**src/rtl/spiuart_pkg.sv**
```systemverilog
package spiuart_pkg;
    localparam int FRAME_W = 16;
    localparam int CFG_W   = 14;
    localparam int BYTE_W  = 8;

    // reply / frame bit positions that the host decodes
    localparam int POS_PAR  = 8;
    localparam int POS_HS   = 9;
    localparam int POS_X    = 10;
    localparam int POS_SHDN = 12;

    typedef enum logic [1:0] {
        OP_RD_DATA = 2'b00,
        OP_RD_CFG  = 2'b01,
        OP_WR_DATA = 2'b10,
        OP_WR_CFG  = 2'b11
    } op_e;

    typedef enum logic [1:0] {
        ST_IDLE  = 2'd0,
        ST_SHIFT = 2'd1,
        ST_EXEC  = 2'd2
    } state_e;
endpackage

```
**src/rtl/spiuart_spi_port.sv**
```systemverilog
module spiuart_spi_port #(
    parameter int SYNC_STAGES = 2,
    parameter int FRAME_BITS  = 16
) (
    input  logic                  clk,
    input  logic                  rst_n,
    input  logic                  sclk,
    input  logic                  cs_n,
    input  logic                  mosi,
    input  logic [FRAME_BITS-1:0] reply_word,
    output logic                  cs_fall,
    output logic                  cs_rise,
    output logic                  frame_full,
    output logic [FRAME_BITS-1:0] rx_word,
    output logic [1:0]            cmd,
    output logic                  bit_out
);
    localparam int CNT_W = $clog2(FRAME_BITS + 2);
    localparam int OI_W  = $clog2(FRAME_BITS);
    localparam logic [CNT_W-1:0] CNT_SAT = CNT_W'(FRAME_BITS + 1);

    logic [SYNC_STAGES-1:0] sclk_p, cs_p, mosi_p;
    logic sclk_d, cs_d;
    logic [CNT_W-1:0] cnt;
    logic [OI_W-1:0]  oidx;

    wire sclk_s = sclk_p[SYNC_STAGES-1];
    wire cs_s   = cs_p[SYNC_STAGES-1];
    wire mosi_s = mosi_p[SYNC_STAGES-1];
    wire sclk_rise = sclk_s & ~sclk_d;
    wire sclk_fall = ~sclk_s & sclk_d;

    assign cs_fall    = ~cs_s & cs_d;
    assign cs_rise    = cs_s & ~cs_d;
    assign frame_full = (cnt == CNT_W'(FRAME_BITS));
    assign bit_out    = reply_word[OI_W'(FRAME_BITS - 1) - oidx];

    always_ff @(posedge clk or negedge rst_n) begin
        if (!rst_n) begin
            sclk_p <= '0;
            cs_p   <= '1;
            mosi_p <= '0;
            sclk_d <= 1'b0;
            cs_d   <= 1'b1;
        end else begin
            sclk_p <= {sclk_p[SYNC_STAGES-2:0], sclk};
            cs_p   <= {cs_p[SYNC_STAGES-2:0], cs_n};
            mosi_p <= {mosi_p[SYNC_STAGES-2:0], mosi};
            sclk_d <= sclk_s;
            cs_d   <= cs_s;
        end
    end

    always_ff @(posedge clk or negedge rst_n) begin
        if (!rst_n) begin
            cnt     <= '0;
            oidx    <= '0;
            cmd     <= '0;
            rx_word <= '0;
        end else if (cs_fall) begin
            cnt  <= '0;
            oidx <= '0;
            cmd  <= '0;
        end else if (!cs_s) begin
            if (sclk_rise) begin
                rx_word <= {rx_word[FRAME_BITS-2:0], mosi_s};
                if (cnt != CNT_SAT)
                    cnt <= cnt + 1'b1;
                if (cnt == CNT_W'(1))
                    cmd <= {rx_word[0], mosi_s};
            end
            if (sclk_fall && oidx != OI_W'(FRAME_BITS - 1))
                oidx <= oidx + 1'b1;
        end
    end
endmodule

```
**src/rtl/spiuart_rx_hold.sv**
```systemverilog
module spiuart_rx_hold #(
    parameter int DW = 8
) (
    input  logic          clk,
    input  logic          rst_n,
    input  logic          push,
    input  logic [DW-1:0] push_data,
    input  logic          push_par,
    input  logic          push_fe,
    input  logic          pop,
    output logic          full,
    output logic [DW-1:0] data,
    output logic          par,
    output logic          fe
);
    always_ff @(posedge clk or negedge rst_n) begin
        if (!rst_n) begin
            full <= 1'b0;
            data <= '0;
            par  <= 1'b0;
            fe   <= 1'b0;
        end else if (push && (!full || pop)) begin
            full <= 1'b1;
            data <= push_data;
            par  <= push_par;
            fe   <= push_fe;
        end else if (pop) begin
            full <= 1'b0;
        end
    end
endmodule

```
**src/rtl/spiuart_tx_hold.sv**
```systemverilog
module spiuart_tx_hold #(
    parameter int DW = 8
) (
    input  logic          clk,
    input  logic          rst_n,
    input  logic          load,
    input  logic [DW-1:0] load_data,
    input  logic          load_par,
    input  logic          ready,
    output logic          valid,
    output logic [DW-1:0] data,
    output logic          par
);
    always_ff @(posedge clk or negedge rst_n) begin
        if (!rst_n) begin
            valid <= 1'b0;
            data  <= '0;
            par   <= 1'b0;
        end else if (valid) begin
            if (ready)
                valid <= 1'b0;
        end else if (load) begin
            valid <= 1'b1;
            data  <= load_data;
            par   <= load_par;
        end
    end
endmodule

```
**src/rtl/spiuart_regfront.sv**
```systemverilog
module spiuart_regfront
    import spiuart_pkg::*;
#(
    parameter int SYNC_STAGES = 2
) (
    input  logic              clk,
    input  logic              rst_n,
    input  logic              sclk,
    input  logic              cs_n,
    input  logic              mosi,
    output logic              miso,
    output logic [CFG_W-1:0]  cfg,
    output logic              tx_valid,
    input  logic              tx_ready,
    output logic [BYTE_W-1:0] tx_data,
    output logic              tx_parity,
    input  logic              rx_valid,
    input  logic [BYTE_W-1:0] rx_data,
    input  logic              rx_parity,
    input  logic              rx_ferr,
    input  logic              rx_active,
    input  logic              cts_n,
    output logic              rts_n
);
    localparam int PAD_W = CFG_W - BYTE_W - 3;

    state_e state_q, state_d;
    logic cs_fall, cs_rise, frame_full, port_bit;
    logic [FRAME_W-1:0] rx_word, reply_word;
    logic [1:0] cmd_raw;
    logic [CFG_W-1:0] cfg_q, low_bits;

    // status frozen at frame start
    logic snap_r, snap_t, snap_x, snap_hs, snap_par;
    logic [BYTE_W-1:0] snap_data;

    logic hold_full, hold_par, hold_fe;
    logic [BYTE_W-1:0] hold_data;
    logic exec_wcfg, exec_wdat, exec_pop, tx_load;
    op_e op_fin, op_run;

    assign op_fin = op_e'(rx_word[FRAME_W-1 -: 2]);
    assign op_run = op_e'(cmd_raw);

    spiuart_spi_port #(.SYNC_STAGES(SYNC_STAGES), .FRAME_BITS(FRAME_W)) u_port (
        .clk(clk), .rst_n(rst_n), .sclk(sclk), .cs_n(cs_n), .mosi(mosi),
        .reply_word(reply_word), .cs_fall(cs_fall), .cs_rise(cs_rise),
        .frame_full(frame_full), .rx_word(rx_word), .cmd(cmd_raw),
        .bit_out(port_bit)
    );

    spiuart_rx_hold #(.DW(BYTE_W)) u_rx (
        .clk(clk), .rst_n(rst_n), .push(rx_valid), .push_data(rx_data),
        .push_par(rx_parity), .push_fe(rx_ferr), .pop(exec_pop),
        .full(hold_full), .data(hold_data), .par(hold_par), .fe(hold_fe)
    );

    spiuart_tx_hold #(.DW(BYTE_W)) u_tx (
        .clk(clk), .rst_n(rst_n), .load(tx_load),
        .load_data(rx_word[BYTE_W-1:0]), .load_par(rx_word[POS_PAR]),
        .ready(tx_ready), .valid(tx_valid), .data(tx_data), .par(tx_parity)
    );

    // state register
    always_ff @(posedge clk or negedge rst_n) begin
        if (!rst_n) state_q <= ST_IDLE;
        else        state_q <= state_d;
    end

    // next state
    always_comb begin
        state_d = state_q;
        unique case (state_q)
            ST_IDLE:  if (cs_fall) state_d = ST_SHIFT;                       // open
            ST_SHIFT: if (cs_rise) state_d = frame_full ? ST_EXEC : ST_IDLE; // commit / abort
            ST_EXEC:  state_d = cs_fall ? ST_SHIFT : ST_IDLE;                // retire
            default:  state_d = ST_IDLE;
        endcase
    end

    // outputs of the state machine
    always_comb begin
        exec_wcfg = 1'b0;
        exec_wdat = 1'b0;
        exec_pop  = 1'b0;
        tx_load   = 1'b0;
        if (state_q == ST_EXEC) begin
            unique case (op_fin)
                OP_WR_CFG:  exec_wcfg = 1'b1;
                OP_WR_DATA: begin
                    exec_wdat = 1'b1;
                    tx_load   = ~rx_word[POS_X];
                end
                OP_RD_DATA: exec_pop = snap_r;
                OP_RD_CFG:  ;
            endcase
        end
    end

    always_ff @(posedge clk or negedge rst_n) begin
        if (!rst_n) begin
            cfg_q     <= '0;
            rts_n     <= 1'b1;
            snap_r    <= 1'b0;
            snap_t    <= 1'b1;
            snap_x    <= 1'b0;
            snap_hs   <= 1'b0;
            snap_par  <= 1'b0;
            snap_data <= '0;
        end else begin
            if (exec_wcfg) cfg_q <= rx_word[CFG_W-1:0];
            if (exec_wdat) rts_n <= ~rx_word[POS_HS];
            if (cs_fall) begin
                snap_r    <= hold_full;
                snap_t    <= ~tx_valid;
                snap_x    <= cfg_q[POS_SHDN] ? rx_active : hold_fe;
                snap_hs   <= ~cts_n;
                snap_par  <= hold_par;
                snap_data <= hold_data;
            end
        end
    end

    always_comb begin
        unique case (op_run)
            OP_RD_CFG:  low_bits = cfg_q;
            OP_RD_DATA: low_bits = {{PAD_W{1'b0}}, snap_x, snap_hs, snap_par, snap_data};
            default:    low_bits = '0;
        endcase
    end

    assign reply_word = {snap_r, snap_t, low_bits};
    assign miso       = (state_q == ST_SHIFT) ? port_bit : 1'b0;
    assign cfg        = cfg_q;
endmodule

```
**config.mk**
```make
export PLATFORM = sky130hd
export DESIGN_NAME = spiuart_regfront
export DESIGN_NICKNAME = d
export VERILOG_FILES = /design/src/rtl/spiuart_pkg.sv /design/src/rtl/spiuart_spi_port.sv /design/src/rtl/spiuart_rx_hold.sv /design/src/rtl/spiuart_tx_hold.sv /design/src/rtl/spiuart_regfront.sv
export SDC_FILE = /design/constraint.sdc
export NUM_CORES = 1
export LEC_CHECK = 0
export ABC_AREA = 1
export CAP_MARGIN = 20
export CORE_UTILIZATION = 35
export CTS_CLUSTER_SIZE = 12
export DETAILED_ROUTE_END_ITERATION = 8
export SLEW_MARGIN = 25
export SYNTH_ARGS = -nofsm -noshare
export SYNTH_HDL_FRONTEND = slang
export SYNTH_HIERARCHICAL = 1
export SYNTH_SLANG_ARGS = --single-unit
```
**constraint.sdc**
```tcl
create_clock -name clk -period 2.25 [get_ports clk]
set_input_delay 0.225 -clock clk [delete_from_list [all_inputs] [get_ports clk]]
set_output_delay 0.225 -clock clk [all_outputs]
set_load 0.05 [all_outputs]
```
==> metrics list <==
- The run finished with clean final reports.
- Synthesized area per cell: 7.96 um^2
* Leakage: 2.55 nW
- Switching Fraction: 27.8%
* Cell types occupying the most area after synthesis: dfrtp_1 51%, nand2_1 22%, nand3_1 7.5%, dfstp_2 3.3%, inv_1 3.1%
- For this design, the sink count on the clock tree is 86.
- The tool flagged a number of max-cap violations equal to 0.
- The worst setup path is launched from a flop.
- The count of endpoints failing hold in the final timing report came to 0.
- Across all setup checks in the final design, the least slack found is 0.168 ns.
- Area growth syn-to-layout: 23.8%
- Fill cells in the final layout number 1,091.
- Floorplan die height: 109 um
- Diodes inserted: 0
* Critical path data required time: 2.03 ns
- Unique cell type count in the Yosys netlist: 25
* Gr usage total: 17.2%
- When the netlist entered floorplanning its net count stood at 524.
- Walking the worst path, the cells encountered are nor2_4 -> buf_6 -> nand2_1 -> nand2_1 -> inv_1 -> nand2_1 -> nand3_1 -> nand3_2 -> nand2_1 -> nand2_1 -> inv_2 -> nor2_4 -> buf_12.
- Internal power comes to 2.86 mW.
- TritonCTS built the clock tree.
- Largest net degree at the start of global routing: 62
- The worst setup path is of the flop to output port kind.
- For the worst-skew pair, the clock arrives at the later sink with an insertion delay of ~0.34 ns.
- Part of the total power dissipated in combinational logic: between 15 and 20%
- Buffer depth of the longest clock path: 2
- Cells after Synth: 501
- Worst path most repeated cell: nand2_1
- Count of yosys warnings during synthesis: 6
* Starting utilization of the core area: 36.3%
- Routed via count divided by cell count: 4.71
* Total Routed Length: 8960 um
- Final worst path period share: 92.6%
- Subtracting the final worst setup slack from the clock period gives approximately 2.1 ns.
- Clock-pin slew of the registers on the worst-case setup and hold paths: ~0.060 ns
* CP Max Fanout: 6
- Commonest non-fill, non-tap cells in the layout: 230 x nand2_1, 80 x dfrtp_1, 59 x nand3_1
* Part of the Yosys area used for sequential elements: between 50% and 60%
* Net switching power: 1.10 mW
* Post-synthesis cell type with the largest combined area: dfrtp_1
- Power spread over the standard cell area amounts to 801 nW/um^2.
* Std-Cell Rows: 38
- Clock root cell: clkbuf_16
- The total overflow left after global routing is 0.
* Placed Instances: 676
- At the end of the flow the core is filled with cells to 44.9%.
* Fraction of synthesized cell area taken by the top area cell type: 50.8%
- Power, Total: 3.95 mW
- Maximum level of the CTS H-tree: 3
- Detailed-routing iteration count for the pre-antenna-repair pass: 4
- The final layout contains 573 nets.
- Across all hold checks on the routed design, the worst slack comes to 0.302 ns.
- Final max-slew violation count: 0
- Total number of vias: roughly 3,300
- The worst-case IR drop observed on VDD is 0.357 mV.
- The most used flip-flop cell after synthesis is dfrtp_1.
* Number of antenna violations at the first check in global routing: 0
- Summing all multi-input logic gate instances after layout gives around 1600 um^2.
- Cell Area, Synth: about 4000 um^2
- Headroom to the max-slew limit: 65.6%
- The count of cells in the finished layout, fillers not included, comes to between 600 and 700.
* Number of top-level pins: between 40 and 50
* Pre-CTS worst setup slack: 0.328 ns
- The share of total power dissipated in sequential elements is between 40% and 50%.
- Ratio of cells with drive above 1 in the final layout: under 10%
- Clock tree synthesis inserted a total of 9 buffers.
* Number of enable-type register cells in the synthesized netlist: 0
- Die outline area: around 12,000 um^2
* Register cell area after layout: 2160 um^2
- Most common cell after layout, fill and taps aside: nand2_1
* Slowest stage cell, crit path: dfrtp_2
- Number of DRC markers in iteration 0: 173
- The worst setup path is captured at an output port.
- The via count of the first global-routing pass came to 3,174.
* Antenna violation net count after detailed routing: 0
- Proportion of power drawn by the clock network: 38.5%
* Hpwl dp: 6540 um
* Worst-Margin Slew: around 0.5 ns
- Worst EP arrival: 1.86 ns
- IO buf count: 44
- Synthesis inferred 86 register bits.
* Crit-path max cell delay: 0.44 ns
- The core region is roughly 11,000 um^2.
* DRC viols: 0
- Weighted congestion reported at the end of routability-driven placement: roughly 0.80
- Final count of negative-setup-slack endpoints: 0
* Global-route wire length before repair: 15,400 um
* F_max: approximately 480 MHz
- In the final routed layout, each cell accounts on average for between 10 and 15 um.
- Measured along the x axis, the die boundary spans 109 um.
- On the final layout, the worst clock skew is 0.00601 ns.
- Counting flops with an async set or reset pin after synthesis yields a share of 100%.
* Min-delay worst type: input port to flop
logic make-up (layout without fill, tap and decap cells):
family | after synthesis | after routing | share of synthesized area (%)
flops | 86 | 86 | 54.1
fa+ha+maj | 4 | 4 | 1.26
simple gates | 338 | 338 | 35.5
buf+inv | 54 | 108 | 6.47
compound gates | 19 | 19 | 2.61
worst max-delay path: cells and delay by family (launching register included):
family,cells,cell delay [ns]
DFF,1,0.44
and+or+nand+nor,9,0.71
buffers and inverters,4,0.35
power by group through the flow:
stage | logic, mW | registers, mW | clock network, mW
2_1_floorplan | 0.364 | 1.81 | 0
3_3_place_gp | 0.535 | 1.83 | 0
3_5_place_dp | 0.543 | 1.84 | 0
4_1_cts | 0.550 | 1.82 | 1.56
5_1_grt | 0.689 | 1.85 | 1.64
6_report | 0.604 | 1.83 | 1.52
through the flow:
stage	instance area (um^2)	TNS, ns
floorplan	3990	0
global placement	4560	0
detailed placement	4560	0
CTS	4890	0
global route	4930	-0.00223
finish	4930	0
synth_stat cells, types with 2 or more instances:
| cell | count |
|---|---|
| nand2_1 | 230 |
| dfrtp_1 | 81 |
| nand3_1 | 60 |
| inv_1 | 33 |
| nor2_1 | 30 |
| o21ai_0 | 10 |
| buf_2 | 8 |
| nand2_2 | 6 |
| buf_6 | 5 |
| dfstp_2 | 5 |
| ha_1 | 4 |
| nand4_1 | 4 |
| a21oi_1 | 3 |
| inv_2 | 3 |
| o21ai_1 | 3 |
| buf_4 | 2 |
| clkbuf_1 | 2 |
| nand2_4 | 2 |
| nor2_4 | 2 |
| nor3_1 | 2 |
| o21ai_2 | 2 |
sequential cells by signal, summed over array words and instances (netlist names), 2 cells and up:
register	count
u_rx/data	8
u_port/mosi_p	2
u_port/oidx	4
u_tx/data	8
u_port/cnt	5
u_port/cmd	2
u_port/sclk_p	2
u_port/rx_word	16
cfg	14
snap_data	8
state_q	2
u_port/cs_p	2
timing repair:
item,CTS,global route
cloned,0,1
hold buffers,1,0
pin swaps,0,6
endpoints found under the setup margin,1,1
buffers inserted,0,1
hold endpoints to repair,22,0
gates resized for setup,2,11
path summary, 6_finish.rpt:
path | startpoint | to | slack, ns | depth (start not counted)
setup / recovery | u_port/cmd[1] | miso | 0.17 | 13
hold / removal | cs_n | u_port/cs_p[0] | 0.30 | 1
setup reg to reg | u_port/cs_p[1] | snap_hs | 0.45 | 5
hold reg to reg | u_port/sclk_p[0] | u_port/sclk_p[1] | 0.35 | 0
max in group asynchronous | rst_n | snap_t | 1.25 | 3
min in group asynchronous | rst_n | u_port/mosi_p[0] | 0.33 | 2
layer usage:
| metal | vias up | track usage, % | part of all wire, % |
|---|---|---|---|
| met1 | 1535 | 22.7 | 48 |
| met5 | - | 0 | 0 |
| met3 | 10 | 3.23 | 3.8 |
| met4 | 0 | 8.20 | 1.8 |
| met2 | 61 | 27.4 | 46 |
| li1 | 1667 | - | - |
final cells by class:
type                    instances  area share (%)
clock buffers                  12            5.20
clock inverters                 4            1.09
inverters                      37            2.87
multi-input cells             361            32.2
flip-flops and latches         86            43.8
well taps                     140            3.55
repair buffers                 55            11.3
No activity file was read; power rests on OpenSTA's default activity.
